## config.mk

```make
export PLATFORM = sky130hd
export DESIGN_NAME = chan_seq_fifo
export DESIGN_NICKNAME = d
export VERILOG_FILES = /design/src/rtl/seq_pkg.sv /design/src/rtl/seq_datapath.sv /design/src/rtl/seq_control.sv /design/src/rtl/chan_seq_fifo.sv
export SDC_FILE = /design/constraint.sdc
export NUM_CORES = 1
export LEC_CHECK = 0
export ABC_AREA = 1
export BUFFER_PORTS_ARGS = -buffer_cell sky130_fd_sc_hd__buf_2
export CAP_MARGIN = 20
export CELL_PAD_IN_SITES_DETAIL_PLACEMENT = 2
export CELL_PAD_IN_SITES_GLOBAL_PLACEMENT = 2
export CORE_AREA = 5 5 225 281
export CTS_CLUSTER_SIZE = 8
export DETAILED_ROUTE_END_ITERATION = 16
export DIE_AREA = 0 0 230 286
export GPL_ROUTABILITY_DRIVEN = 0
export GPL_TIMING_DRIVEN = 1
export PLACE_DENSITY = 0.89
export SLEW_MARGIN = 20
export SYNTH_ARGS = -nofsm -noshare
export SYNTH_HDL_FRONTEND = slang
export SYNTH_SLANG_ARGS = --single-unit
```

## constraint.sdc

```tcl
create_clock -name clk -period 10 [get_ports clk]
set_input_delay 2 -clock clk [delete_from_list [all_inputs] [get_ports clk]]
set_output_delay 2 -clock clk [all_outputs]
set_load 0.05 [all_outputs]
```

## src/rtl/seq_pkg.sv

```systemverilog
package seq_pkg;

  typedef enum logic [1:0] {
    ST_IDLE = 2'd0,
    ST_CONV = 2'd1,
    ST_HOLD = 2'd2
  } seqState_t;

  // strobes from control to datapath
  typedef struct packed {
    logic push;   // store convData in the FIFO
    logic flush;  // empty FIFO, clear overflow
  } seqStrobe_t;

endpackage

```

## src/rtl/seq_datapath.sv

```systemverilog
module seq_datapath
  import seq_pkg::*;
#(
  parameter int NUM_SETUPS = 16,
  parameter int SETUP_W    = 12,
  parameter int DATA_W     = 24,
  localparam int IDX_W     = $clog2(NUM_SETUPS),
  localparam int PAIR_N    = NUM_SETUPS / 2,
  localparam int PAIR_AW   = $clog2(PAIR_N),
  localparam int CNT_W     = $clog2(NUM_SETUPS + 1)
) (
  input  logic                 clk,
  input  logic                 rstN,
  input  logic                 setupWrEn,
  input  logic [PAIR_AW-1:0]   setupWrAddr,
  input  logic [2*SETUP_W-1:0] setupWrData,
  input  logic [IDX_W-1:0]     activeIdx,
  output logic [SETUP_W-1:0]   activeSetup,
  input  seqStrobe_t           strobe,
  input  logic [CNT_W-1:0]     capLimit,
  input  logic [DATA_W-1:0]    pushData,
  input  logic                 rdEn,
  output logic [DATA_W-1:0]    rdData,
  output logic [CNT_W-1:0]     count,
  output logic                 empty,
  output logic                 ovf
);

  logic [SETUP_W-1:0] setupMem [NUM_SETUPS];
  logic [DATA_W-1:0]  fifoMem  [NUM_SETUPS];
  logic [IDX_W-1:0]   rdPtr, wrPtr;
  logic               full, doPop, doPush, overwrite;

  // setup storage, written one pair per word
  for (genvar p = 0; p < PAIR_N; p++) begin : g_pair
    always_ff @(posedge clk or negedge rstN) begin
      if (!rstN) begin
        setupMem[2*p]   <= '0;
        setupMem[2*p+1] <= '0;
      end else if (setupWrEn && setupWrAddr == PAIR_AW'(p)) begin
        setupMem[2*p]   <= setupWrData[2*SETUP_W-1:SETUP_W];
        setupMem[2*p+1] <= setupWrData[SETUP_W-1:0];
      end
    end
  end

  assign activeSetup = setupMem[activeIdx];

  // conversion FIFO, capacity set by the pass length
  assign full      = (count >= capLimit);
  assign doPop     = rdEn && (count != '0);
  assign doPush    = strobe.push;
  assign overwrite = doPush && !doPop && full;

  always_ff @(posedge clk) begin
    if (doPush && !strobe.flush) fifoMem[wrPtr] <= pushData;
  end

  always_ff @(posedge clk or negedge rstN) begin
    if (!rstN) begin
      rdPtr <= '0;
      wrPtr <= '0;
      count <= '0;
      ovf   <= 1'b0;
    end else if (strobe.flush) begin
      rdPtr <= '0;
      wrPtr <= '0;
      count <= '0;
      ovf   <= 1'b0;
    end else begin
      if (doPush) wrPtr <= wrPtr + 1'b1;
      if (doPop || overwrite) rdPtr <= rdPtr + 1'b1;
      if (doPush && !doPop && !full) count <= count + 1'b1;
      else if (doPop && !doPush)     count <= count - 1'b1;
      if (overwrite) ovf <= 1'b1;
    end
  end

  assign rdData = fifoMem[rdPtr];
  assign empty  = (count == '0);

  AST_OVF_STICKY: assert property (@(posedge clk) disable iff (!rstN)
    (ovf && !strobe.flush) |=> ovf);
  AST_OVERWRITE_KEEPS_COUNT: assert property (@(posedge clk) disable iff (!rstN)
    (doPush && !rdEn && full && !strobe.flush) |=> (ovf && $stable(count)));
  AST_PUSH_GROWS: assert property (@(posedge clk) disable iff (!rstN)
    (doPush && !rdEn && !full && !strobe.flush) |=> (count == CNT_W'($past(count) + 1'b1)));
  AST_EMPTY_READ_QUIET: assert property (@(posedge clk) disable iff (!rstN)
    (rdEn && count == '0 && !doPush && !strobe.flush) |=> (count == '0));

endmodule

```

## src/rtl/seq_control.sv

```systemverilog
module seq_control
  import seq_pkg::*;
#(
  parameter int NUM_SETUPS = 16,
  localparam int IDX_W     = $clog2(NUM_SETUPS),
  localparam int CNT_W     = $clog2(NUM_SETUPS + 1)
) (
  input  logic             clk,
  input  logic             rstN,
  input  logic             startReq,
  input  logic [IDX_W-1:0] startPtr,
  input  logic             cfgLoop,
  input  logic             cfgMulti,
  input  logic             cfgWaitRead,
  input  logic [IDX_W-1:0] cfgDepth,
  input  logic             convDone,
  input  logic [CNT_W-1:0] fifoCount,
  output logic [IDX_W-1:0] activeIdx,
  output seqStrobe_t       strobe,
  output logic [CNT_W-1:0] capLimit,
  output logic             convReq,
  output logic             seqBusy,
  output logic             seqDone
);

  seqState_t        state;
  logic [IDX_W-1:0] idx, firstIdx, lastIdx;
  logic             loopR, waitR, multiR, doneR;
  logic             lastOfPass;

  assign lastOfPass = (idx == lastIdx);

  always_ff @(posedge clk or negedge rstN) begin
    if (!rstN) begin
      state    <= ST_IDLE;
      idx      <= '0;
      firstIdx <= '0;
      lastIdx  <= '0;
      loopR    <= 1'b0;
      waitR    <= 1'b0;
      multiR   <= 1'b0;
      doneR    <= 1'b0;
    end else begin
      case (state)
        ST_IDLE: if (startReq) begin
          firstIdx <= cfgMulti ? '0 : startPtr;
          lastIdx  <= cfgMulti ? cfgDepth : startPtr;
          idx      <= cfgMulti ? '0 : startPtr;
          loopR    <= cfgLoop;
          waitR    <= cfgWaitRead;
          multiR   <= cfgMulti;
          doneR    <= 1'b0;
          state    <= ST_CONV;
        end
        ST_CONV: if (convDone) begin
          if (lastOfPass) begin
            if (!loopR) begin
              state <= ST_IDLE;
              doneR <= 1'b1;
            end else if (waitR) begin
              state <= ST_HOLD;
            end else begin
              idx <= firstIdx;
            end
          end else begin
            idx <= idx + 1'b1;
          end
        end
        ST_HOLD: if (fifoCount == '0) begin
          state <= ST_CONV;
          idx   <= firstIdx;
        end
        default: state <= ST_IDLE;
      endcase
    end
  end

  assign activeIdx    = idx;
  assign convReq      = (state == ST_CONV);
  assign seqBusy      = (state != ST_IDLE);
  assign seqDone      = doneR;
  assign strobe.push  = (state == ST_CONV) && convDone;
  assign strobe.flush = (state == ST_IDLE) && startReq;
  assign capLimit     = CNT_W'(lastIdx) - CNT_W'(firstIdx) + CNT_W'(1);

  AST_NEXT_SETUP: assert property (@(posedge clk) disable iff (!rstN)
    (convReq && convDone && !lastOfPass) |=> (convReq && idx == IDX_W'($past(idx) + 1'b1)));
  AST_SINGLE_ENTRY: assert property (@(posedge clk) disable iff (!rstN)
    (convReq && !multiR) |-> (idx == firstIdx && capLimit == CNT_W'(1)));
  AST_DONE_QUIET: assert property (@(posedge clk) disable iff (!rstN)
    seqDone |-> (!convReq && !seqBusy));
  AST_LOOP_WRAP: assert property (@(posedge clk) disable iff (!rstN)
    (convReq && convDone && lastOfPass && loopR && !waitR) |=> (convReq && idx == firstIdx));
  AST_HOLD_UNTIL_EMPTY: assert property (@(posedge clk) disable iff (!rstN)
    (state == ST_HOLD && fifoCount != '0) |=> !convReq);

endmodule

```

## src/rtl/chan_seq_fifo.sv

```systemverilog
module chan_seq_fifo
  import seq_pkg::*;
#(
  parameter int NUM_SETUPS = 16,
  parameter int SETUP_W    = 12,
  parameter int DATA_W     = 24,
  parameter int CHAN_W     = 3,
  parameter int LATCH_W    = 2,
  localparam int IDX_W     = $clog2(NUM_SETUPS),
  localparam int PAIR_AW   = $clog2(NUM_SETUPS / 2),
  localparam int CNT_W     = $clog2(NUM_SETUPS + 1)
) (
  input  logic                 clk,
  input  logic                 rstN,
  input  logic                 setupWrEn,
  input  logic [PAIR_AW-1:0]   setupWrAddr,
  input  logic [2*SETUP_W-1:0] setupWrData,
  input  logic                 cfgLoop,
  input  logic                 cfgMulti,
  input  logic                 cfgWaitRead,
  input  logic [IDX_W-1:0]     cfgDepth,
  input  logic                 startReq,
  input  logic [IDX_W-1:0]     startPtr,
  output logic                 convReq,
  output logic [SETUP_W-1:0]   convSetup,
  output logic [CHAN_W-1:0]    convChan,
  output logic [LATCH_W-1:0]   latchOut,
  input  logic                 convDone,
  input  logic [DATA_W-1:0]    convData,
  input  logic                 fifoRdEn,
  output logic [DATA_W-1:0]    fifoRdData,
  output logic                 fifoEmpty,
  output logic [CNT_W-1:0]     fifoCount,
  output logic                 fifoOvf,
  output logic                 seqBusy,
  output logic                 seqDone
);

  seqStrobe_t         strobe;
  logic [IDX_W-1:0]   activeIdx;
  logic [CNT_W-1:0]   capLimit;
  logic [SETUP_W-1:0] activeSetup;

  seq_control #(.NUM_SETUPS(NUM_SETUPS)) u_control (
    .clk(clk), .rstN(rstN),
    .startReq(startReq), .startPtr(startPtr),
    .cfgLoop(cfgLoop), .cfgMulti(cfgMulti), .cfgWaitRead(cfgWaitRead), .cfgDepth(cfgDepth),
    .convDone(convDone), .fifoCount(fifoCount),
    .activeIdx(activeIdx), .strobe(strobe), .capLimit(capLimit),
    .convReq(convReq), .seqBusy(seqBusy), .seqDone(seqDone)
  );

  seq_datapath #(.NUM_SETUPS(NUM_SETUPS), .SETUP_W(SETUP_W), .DATA_W(DATA_W)) u_datapath (
    .clk(clk), .rstN(rstN),
    .setupWrEn(setupWrEn), .setupWrAddr(setupWrAddr), .setupWrData(setupWrData),
    .activeIdx(activeIdx), .activeSetup(activeSetup),
    .strobe(strobe), .capLimit(capLimit), .pushData(convData),
    .rdEn(fifoRdEn), .rdData(fifoRdData), .count(fifoCount),
    .empty(fifoEmpty), .ovf(fifoOvf)
  );

  assign convSetup = activeSetup;
  assign convChan  = activeSetup[CHAN_W-1:0];
  assign latchOut  = activeSetup[SETUP_W-1 -: LATCH_W];

endmodule

```

Yosys cells after proc, flatten, opt, wreduce, memory -nomap -nowiden
Memory sizes are Yosys's and may differ from the RTL's. Index checks and enable logic that the tools add are counted.

Add/subtract/negate cells: 7. Order comparisons: 2. Equal/unequal tests: 18. Muxes and demuxes: 35. Bitwise gates (word level): 1. Reductions and logical operators: 36.

Operator list (number): 12-bit binary-select mux with 4-bit select (1); 4-bit two-way mux (12); 12-bit two-way mux (2); 1-bit logical AND (16); 5-bit two-way mux (3); 4-bit by 1-bit adder with 4-bit output (second input constant) (3); 3-bit == test (second input constant) (4); 2-bit two-way mux (6); 4-bit one-hot mux with 3 select lines (1); 5-bit by 1-bit adder with 5-bit output (second input constant) (2); 5-bit AND reduction (2); 2-bit nonzero test (5); 1-bit two-way mux (8); 3-bit by 2-bit == test with 1-bit output (second input constant) (2); 2-bit != test (second input constant) (3); 3-bit != test (second input constant) (2); 2-bit one-hot mux with 3 select lines (1); 6-bit AND reduction (1); 3-bit nonzero test (2); 5-bit greater-or-equal comparator (1); 5-bit greater-or-equal comparator (second input constant) (1); 5-bit zero test (1); 4-bit inverter with 5-bit output (1); 5-bit nonzero test (1); 14 further kinds (18).

Bits in registers: 223. Memory bits (writable): 384. Input bits: 68. Output and inout port bits: 51. Word-level logic and storage cells: 127. Memories kept: 1.

Memories: u_datapath.fifoMem (words 16, width 24, rd ports 1, clocked after memory_dff 0, wr ports 1, RTL line seq_datapath.sv:30) `logic [DATA_W-1:0] fifoMem [NUM_SETUPS];`.

Logic depth before layout (Yosys ltp)
Gate-level depths: netlist of run 1.

Depth in word-level cells: 8. Mapped depth: 23.

Hierarchy
Synthesis of run 1 repeated with hierarchy kept, for this count alone.

Cell total of the unflattened synthesis: 2445. Area, all modules: 26131.3 µm².

By module, submodules not included: seq_datapath (times used 1, cells an instance 2260, area an instance 24785.0 µm², sequential area each 16686.0 µm²); seq_control (times used 1, cells an instance 180, area an instance 1308.8 µm², sequential area each 425.4 µm²); chan_seq_fifo (times used 1, cells an instance 5, area an instance 37.5 µm², sequential area each 0.0 µm²).

Worst setup path after synthesis of run 1
No wires, ideal clock.

Path kind: in2reg. Start point: input port startReq. End point: memory u_datapath.fifoMem[2][0] (enable). Library setup time: 0.435 ns. Arrival time: 4.255 ns. Slack: 5.309 ns. Stages: 5. Buffers on the path: 0. Cells stage by stage: nand2_1 inv_1 nor2_1 inv_1 nor3_1.

Longest elaborated chain between the ends: 5.

RTL lines: from (decl) (RTL line chan_seq_fifo.sv:22) `input logic startReq,`; 1-bit logical AND (RTL line seq_control.sv:83) `assign strobe.flush = (state == ST_IDLE) && startReq;`; 1-bit zero test (RTL line seq_datapath.sv:56) `if (doPush && !strobe.flush) fifoMem[wrPtr] <= pushData;`; 1-bit logical AND (RTL line seq_datapath.sv:56); 1-bit two-way mux (RTL line seq_datapath.sv:56); 1-bit two-way mux (not written as such) (RTL line seq_datapath.sv:56); to (decl) (RTL line seq_datapath.sv:30).

No other way between the ends.

Worst setup path after layout of run 1
Start point: register u_datapath.rdPtr[0]. End point: output port fifoRdData[22].

Longest elaborated chain between the ends: 1.

RTL lines: from (decl) (RTL line seq_datapath.sv:31) `logic [IDX_W-1:0] rdPtr, wrPtr;`; from (signal assigned) (RTL line seq_datapath.sv:72) `if (doPop || overwrite) rdPtr <= rdPtr + 1'b1;`; memory 16 x 24 bit; to (decl) (RTL line chan_seq_fifo.sv:31) `output logic [DATA_W-1:0] fifoRdData,`.

No other way between the ends.

==> reports/results.ini, run 1 <==
[clock_network]
cts.repair.resized = 0
htreeDepth = 3
holdBufCountCts = 0
clock_latency_ns = 0.65
cts_root_buf = clkbuf_16
cts_sinks = 607
clk_pin_slew_worst_paths_ns = 0.05
cts_tree = yes
clockBufferDepth = 3
cts_setup_buffers = 0
cts_made_buffers = 85

[hold_path]
hold_path.class = flip-flop to flip-flop
min_path_cells = 2
holdCritStartpoint = u_datapath.setupMem[161]
hold_path_end = u_datapath.setupMem[161]

[logic_synthesis]
netlist_instances = 2529
synthesis.area_um2 = 26200
synth_nets = 2626
synth.most_common_cell = nand2_1
synth_cell_types = 33
synth_edf_count = 384
synth_area_leaders = edfxtp_1 (44%), dfrtp_1 (21%), nand2_1 (8.9%)
yosysSeqAreaShare = 0.652
yosys_register_bits = 607
synth_top_area_frac = 0.440
ys.flop_type = edfxtp_1
async_reset_ff_frac = 0.367
synth.avg_cell_area_um2 = 10.4
synth_warnings = 0
yosysTopAreaCell = edfxtp_1
synth_commonest_cells = nand2_1 (625), edfxtp_1 (384), o21ai_0 (311)

[floorplan]
die-height_um = 286
die_area_um2 = 65800
die_w_um = 230
coreArea_um2 = 60400
start_util = 0.434
io_pins = 119
rows = 101

[routing]
drtIter0Drc = 1310
drt_first_pass_iters = 5
finalWirelength_um = 92800
routedWlPerCell_um = 27.1
vias = 20149
postRouteAntennaNets = 0
vias_per_cell = 5.88
route.detailed.drc = 0

[final_layout]
drive_above_1_share = 0.108
area_delta_synth_final_pct = 13.7
fill_cells = 6042
fin_nets = 2713

[global_routing]
grt_pass1_vias = 23037
grt_usage = 0.280
grt_first_pass_wirelength_um = 142000
grt_overflow_total = 0
grt_start_max_net_pins = 214
antenna_found_initial = 2

[critical_path]
required_ns = 8.00
worstPathArrival_ns = 4.22
worstPathMaxFanout = 77
startpoint_type = flip-flop
regToRegSetupSlack_ns = 6.06
cp-end-kind = output port
rr_worst_depth = 8
cp-startpoint = u_datapath.rdPtr[0]
r2r_start = u_control.state[0]
worstReg2RegEnd = u_datapath.fifoMem[14][5]
path_class = flip-flop to output port

[run_status]
outcome = complete, no violations

[flow_run]
maxCapViolCount = 0

[placed_design]
portBuffers = 118
hpwl_um = 52900

[power]
vdd_ir_drop_max_uv = 204
finalPower_uw = 9130
leakagePower_uw = 0.0119
p_per_area_nw_per_um2 = 306

[timing]
hold_viol_final = 0
fin_crit_sh = 0.622
fin_crit_ns = 6.22
worstMarginPinSlew_ns = 1.11
skew_ns = 0.0197
rsz0062_at_grt = no
fmax_ghz = 0.161
finalSetupViolCount = 0
finalSetupTns_ns = 0
maxSlewHeadroom = 0.258
slew_viol_final = 0

metrics by stage:
stage | cell area, um2 | worst slack [ns] | cells | hold slack (ns) | utilization
6_report | 29800 | 3.78 | 3424 | 0.481 | 0.494
3_3_place_gp | 27400 | 4.84 | 3300 | 0.460 | 0.454
4_1_cts | 29800 | 3.81 | 3422 | 0.484 | 0.493
3_5_place_dp | 27400 | 4.62 | 3300 | 0.472 | 0.454
5_1_grt | 29800 | 3.52 | 3423 | 0.503 | 0.494
2_1_floorplan | 26200 | 5.31 | 2529 | 0.448 | -
layout by cell type (no fill, tap or decap), types with 4 or more instances in the layout:
master	instances
buf_2	117
a21oi_1	54
clkbuf_1	32
o2111ai_1	69
nand2_1	625
dfrtp_1	220
nand2_2	4
ha_1	27
nand3_1	92
o211ai_1	112
o21ai_1	18
xor2_1	5
edfxtp_1	384
nor3_2	9
nor2_1	176
o21ai_0	311
clkbuf_16	85
inv_1	225
buf_4	38
nor2_2	10
inv_2	6
metal layers:
metal	vias up	track usage	wire length, um	share of wire
li1	8810	-	-	-
met1	10645	0.327	35800	0.39
met2	540	0.533	50700	0.55
met3	152	0.0375	3830	0.041
met4	2	0.0867	2430	0.026
met5	-	0	20	0.00022
cell type report:
type	instances	area [um2]	area share
multi-input cells	1531	7570	0.254
diodes	1	2.50	0.0000839
repair buffers	158	933	0.0313
clock buffers	117	2250	0.0753
inverters	233	876	0.0294
clock inverters	5	113	0.00378
well taps	772	966	0.0324
flip-flops and latches	607	17100	0.574
state kept, by name, indices dropped and copies added (netlist names):
signal               cells
u_control.state          2
u_control.firstIdx       4
u_control.seqDone        1
u_datapath.ovf           1
u_datapath.setupMem    192
u_datapath.wrPtr         4
u_control.waitR          1
u_control.lastIdx        4
u_datapath.rdPtr         4
u_control.loopR          1
u_datapath.count         5
u_datapath.fifoMem     384
u_control.activeIdx      4
kinds of logic after synthesis:
family	after synthesis	share of synthesized area
flops	607	0.652
simple gates	926	0.139
buf+inv	391	0.0623
compound gates	570	0.130
fa+ha+maj	29	0.0144
xor+xnor	6	0.00200
where the power goes:
group | switching, uW | internal, uW | total, uW
registers | 254 | 2920 | 3170
clock network | 1100 | 1550 | 2650
logic | 2480 | 826 | 3300
total | 3830 | 5300 | 9130
how the worst max path moves through the flow:
stage	to	slack, ns	depth (start not counted)
floorplan	u_datapath.fifoMem[2][0]	5.31	5
global placement	fifoRdData[22]	4.84	9
detailed placement	fifoRdData[22]	4.62	9
CTS	fifoRdData[22]	3.81	9
global route	fifoRdData[22]	3.52	9
finish	fifoRdData[22]	3.78	9
critical path: stages, from the launching register on:
cell      delay (ns)
dfrtp_4         0.94
clkinv_2        0.64
buf_4           0.61
nor2_1          0.28
nor2_1          0.10
o21ai_0         0.17
o211ai_1        0.17
o211ai_1        0.16
nand2_1         0.15
buf_2           0.24
Note: power is estimated with default switching activity, not from simulation.
==> inputs of run 2 (changes only) <==
CORE_AREA = 5 5 245 306   (was 5 5 225 281)
DIE_AREA = 0 0 250 311   (was 0 0 230 286)
PLACE_DENSITY = 0.81   (was 0.89)
clock period = 5.7 ns   (was 10 ns; I/O delays follow)
==> run 2 against run 1 <==
Core utilization shrank 7.4 points. Non-clock buffer count rose by 1. Power increased by 75%. Combinational power is 73% higher. Clock skew is 0.0043 ns higher. Routed wire length is 4.0% lower. Register-to-register slack worse by 4.3 ns. Setup slack got worse by 3.2 ns. Critical endpoint is now fifoRdData[19]. Largest cell class unchanged. Highest routed layer unchanged.
==> reports/results.ini, run 2 (synthesized netlist as in run 1, its figures left out) <==
[global_routing]
grt_pass1_vias = 22844
grt_first_pass_wirelength_um = 137000
antenna_found_initial = 11
grt_overflow_total = 0
grt_usage = 0.225
grt_start_max_net_pins = 223

[hold_path]
holdCritStartpoint = u_datapath.setupMem[92]
hold_path.class = flip-flop to flip-flop
hold_path_end = u_datapath.setupMem[92]
min_path_cells = 2

[critical_path]
cp_slowest_stage_delay_ns = 0.94
path_class = flip-flop to output port
cp-startpoint = u_datapath.rdPtr[0]
worstPathArrival_ns = 3.96
startpoint_type = flip-flop
r2r_start = u_control.state[0]
cp-end-kind = output port
cp_slowest_cell = dfrtp_4
worstReg2RegEnd = u_datapath.fifoMem[7][2]
worstPathMaxFanout = 68
worstPathCellList = clkinv_2 > buf_12 > nor2_1 > o211ai_1 > o2111ai_1 > nand2_1 > buf_2
regToRegSetupSlack_ns = 1.78
required_ns = 4.56
rr_worst_depth = 8

[final_layout]
drive_above_1_share = 0.110
fill_cells = 7493
fin_nets = 2714
largest_reg_flops = 384
largest_register = u_datapath.fifoMem
final_cell_mix = nand2_1 (625), edfxtp_1 (384), o21ai_0 (311)
final_common_cell = nand2_1
top_regs = u_datapath.fifoMem (384), u_datapath.setupMem (192), u_datapath.count (5)
utilization = 0.420
area_delta_synth_final_pct = 14.7

[power]
power.internal_uw = 9320
combPwrFrac = 0.358
swShare = 0.415
p_per_area_nw_per_um2 = 529
leakagePower_uw = 0.0119
clock_power_share = 0.291
vdd_ir_drop_max_uv = 295
p_sw_uw = 6610
power_frac_seq = 0.351

[timing]
maxSlewHeadroom = 0.231
skew_ns = 0.0240
finalSetupViolCount = 0
finalSetupTns_ns = 0
fmax_ghz = 0.196
worstMarginPinSlew_ns = 1.15
fin_crit_sh = 0.895
hold_viol_final = 0
slew_viol_final = 0
rsz0062_at_grt = no
fin_crit_ns = 5.10

[routing]
routedWlPerCell_um = 24.7
finalWirelength_um = 89100
drt_first_pass_iters = 5
postRouteAntennaNets = 0
drtIter0Drc = 1066
vias_per_cell = 5.47
vias = 19680
route.detailed.drc = 0

[clock_network]
cts_setup_buffers = 0
cts_tree = yes
cts_sinks = 607
clk_pin_slew_worst_paths_ns = 0.06
cts_made_buffers = 85
cts_root_buf = clkbuf_16
cts.repair.resized = 0
htreeDepth = 3
holdBufCountCts = 0
clockBufferDepth = 3
clock_latency_ns = 0.63

[run_status]
outcome = complete, no violations

[floorplan]
rows = 110
start_util = 0.366
die_area_um2 = 77800
die_w_um = 250
coreArea_um2 = 71700
io_pins = 119
die-height_um = 311

[flow_run]
maxCapViolCount = 0

[placed_design]
portBuffers = 118
hpwl_um = 53300

run 2: worst max path at each step:
| stage | endpoint | slack (ns) | cells past startpoint |
|---|---|---|---|
| CTS | fifoRdData[19] | 0.63 | 7 |
| global placement | fifoRdData[22] | 1.42 | 9 |
| detailed placement | u_datapath.fifoMem[0][12] | 1.25 | 7 |
| global route | fifoRdData[19] | 0.40 | 7 |
| finish | fifoRdData[19] | 0.60 | 7 |
| floorplan | u_datapath.fifoMem[2][0] | 1.87 | 5 |
run 2: power groups by stage:
stage	Sequential (uW)	Combinational (uW)	Clock (uW)
2_1_floorplan	5440	4090	0
3_3_place_gp	5610	5420	0
3_5_place_dp	5650	5720	0
4_1_cts	5580	5800	4750
5_1_grt	5630	6210	4960
6_report	5590	5700	4640
run 2: cell type report:
class	count	area [um2]	share of cell area
sequential	607	17100	0.569
inverter	233	876	0.0291
multi-input combinational	1531	7570	0.252
tap	952	1190	0.0396
timing repair buffer	159	958	0.0319
antenna	6	15.0	0.000499
clock buffer	107	2250	0.0749
clock inverter	5	101	0.00337
run 2: worst max-delay path, delay by kind of cell, from the launching register on:
family / cells / cell delay (ns)
compound gates: 2 / 0.39
simple gates: 2 / 0.28
flops: 1 / 0.94
buf+inv: 3 / 1.61
run 2: metal layers:
layer,vias to the layer above,GRT usage,wire [um]
li1,8792,-,-
met1,10220,0.251,34200
met2,460,0.422,47800
met3,206,0.0332,3080
met4,2,0.104,3970
met5,-,0,20
run 2: per-stage QoR:
stage	hold WS, ns	cell area (um2)	instances	setup slack, ns	power, uW
3_3_place_gp	0.461	27700	3482	1.42	11000
2_1_floorplan	0.448	26200	2529	1.87	9530
5_1_grt	0.502	30100	3599	0.401	16800
4_1_cts	0.482	30100	3594	0.632	16100
6_report	0.478	30100	3600	0.599	15900
3_5_place_dp	0.469	27700	3482	1.25	11400
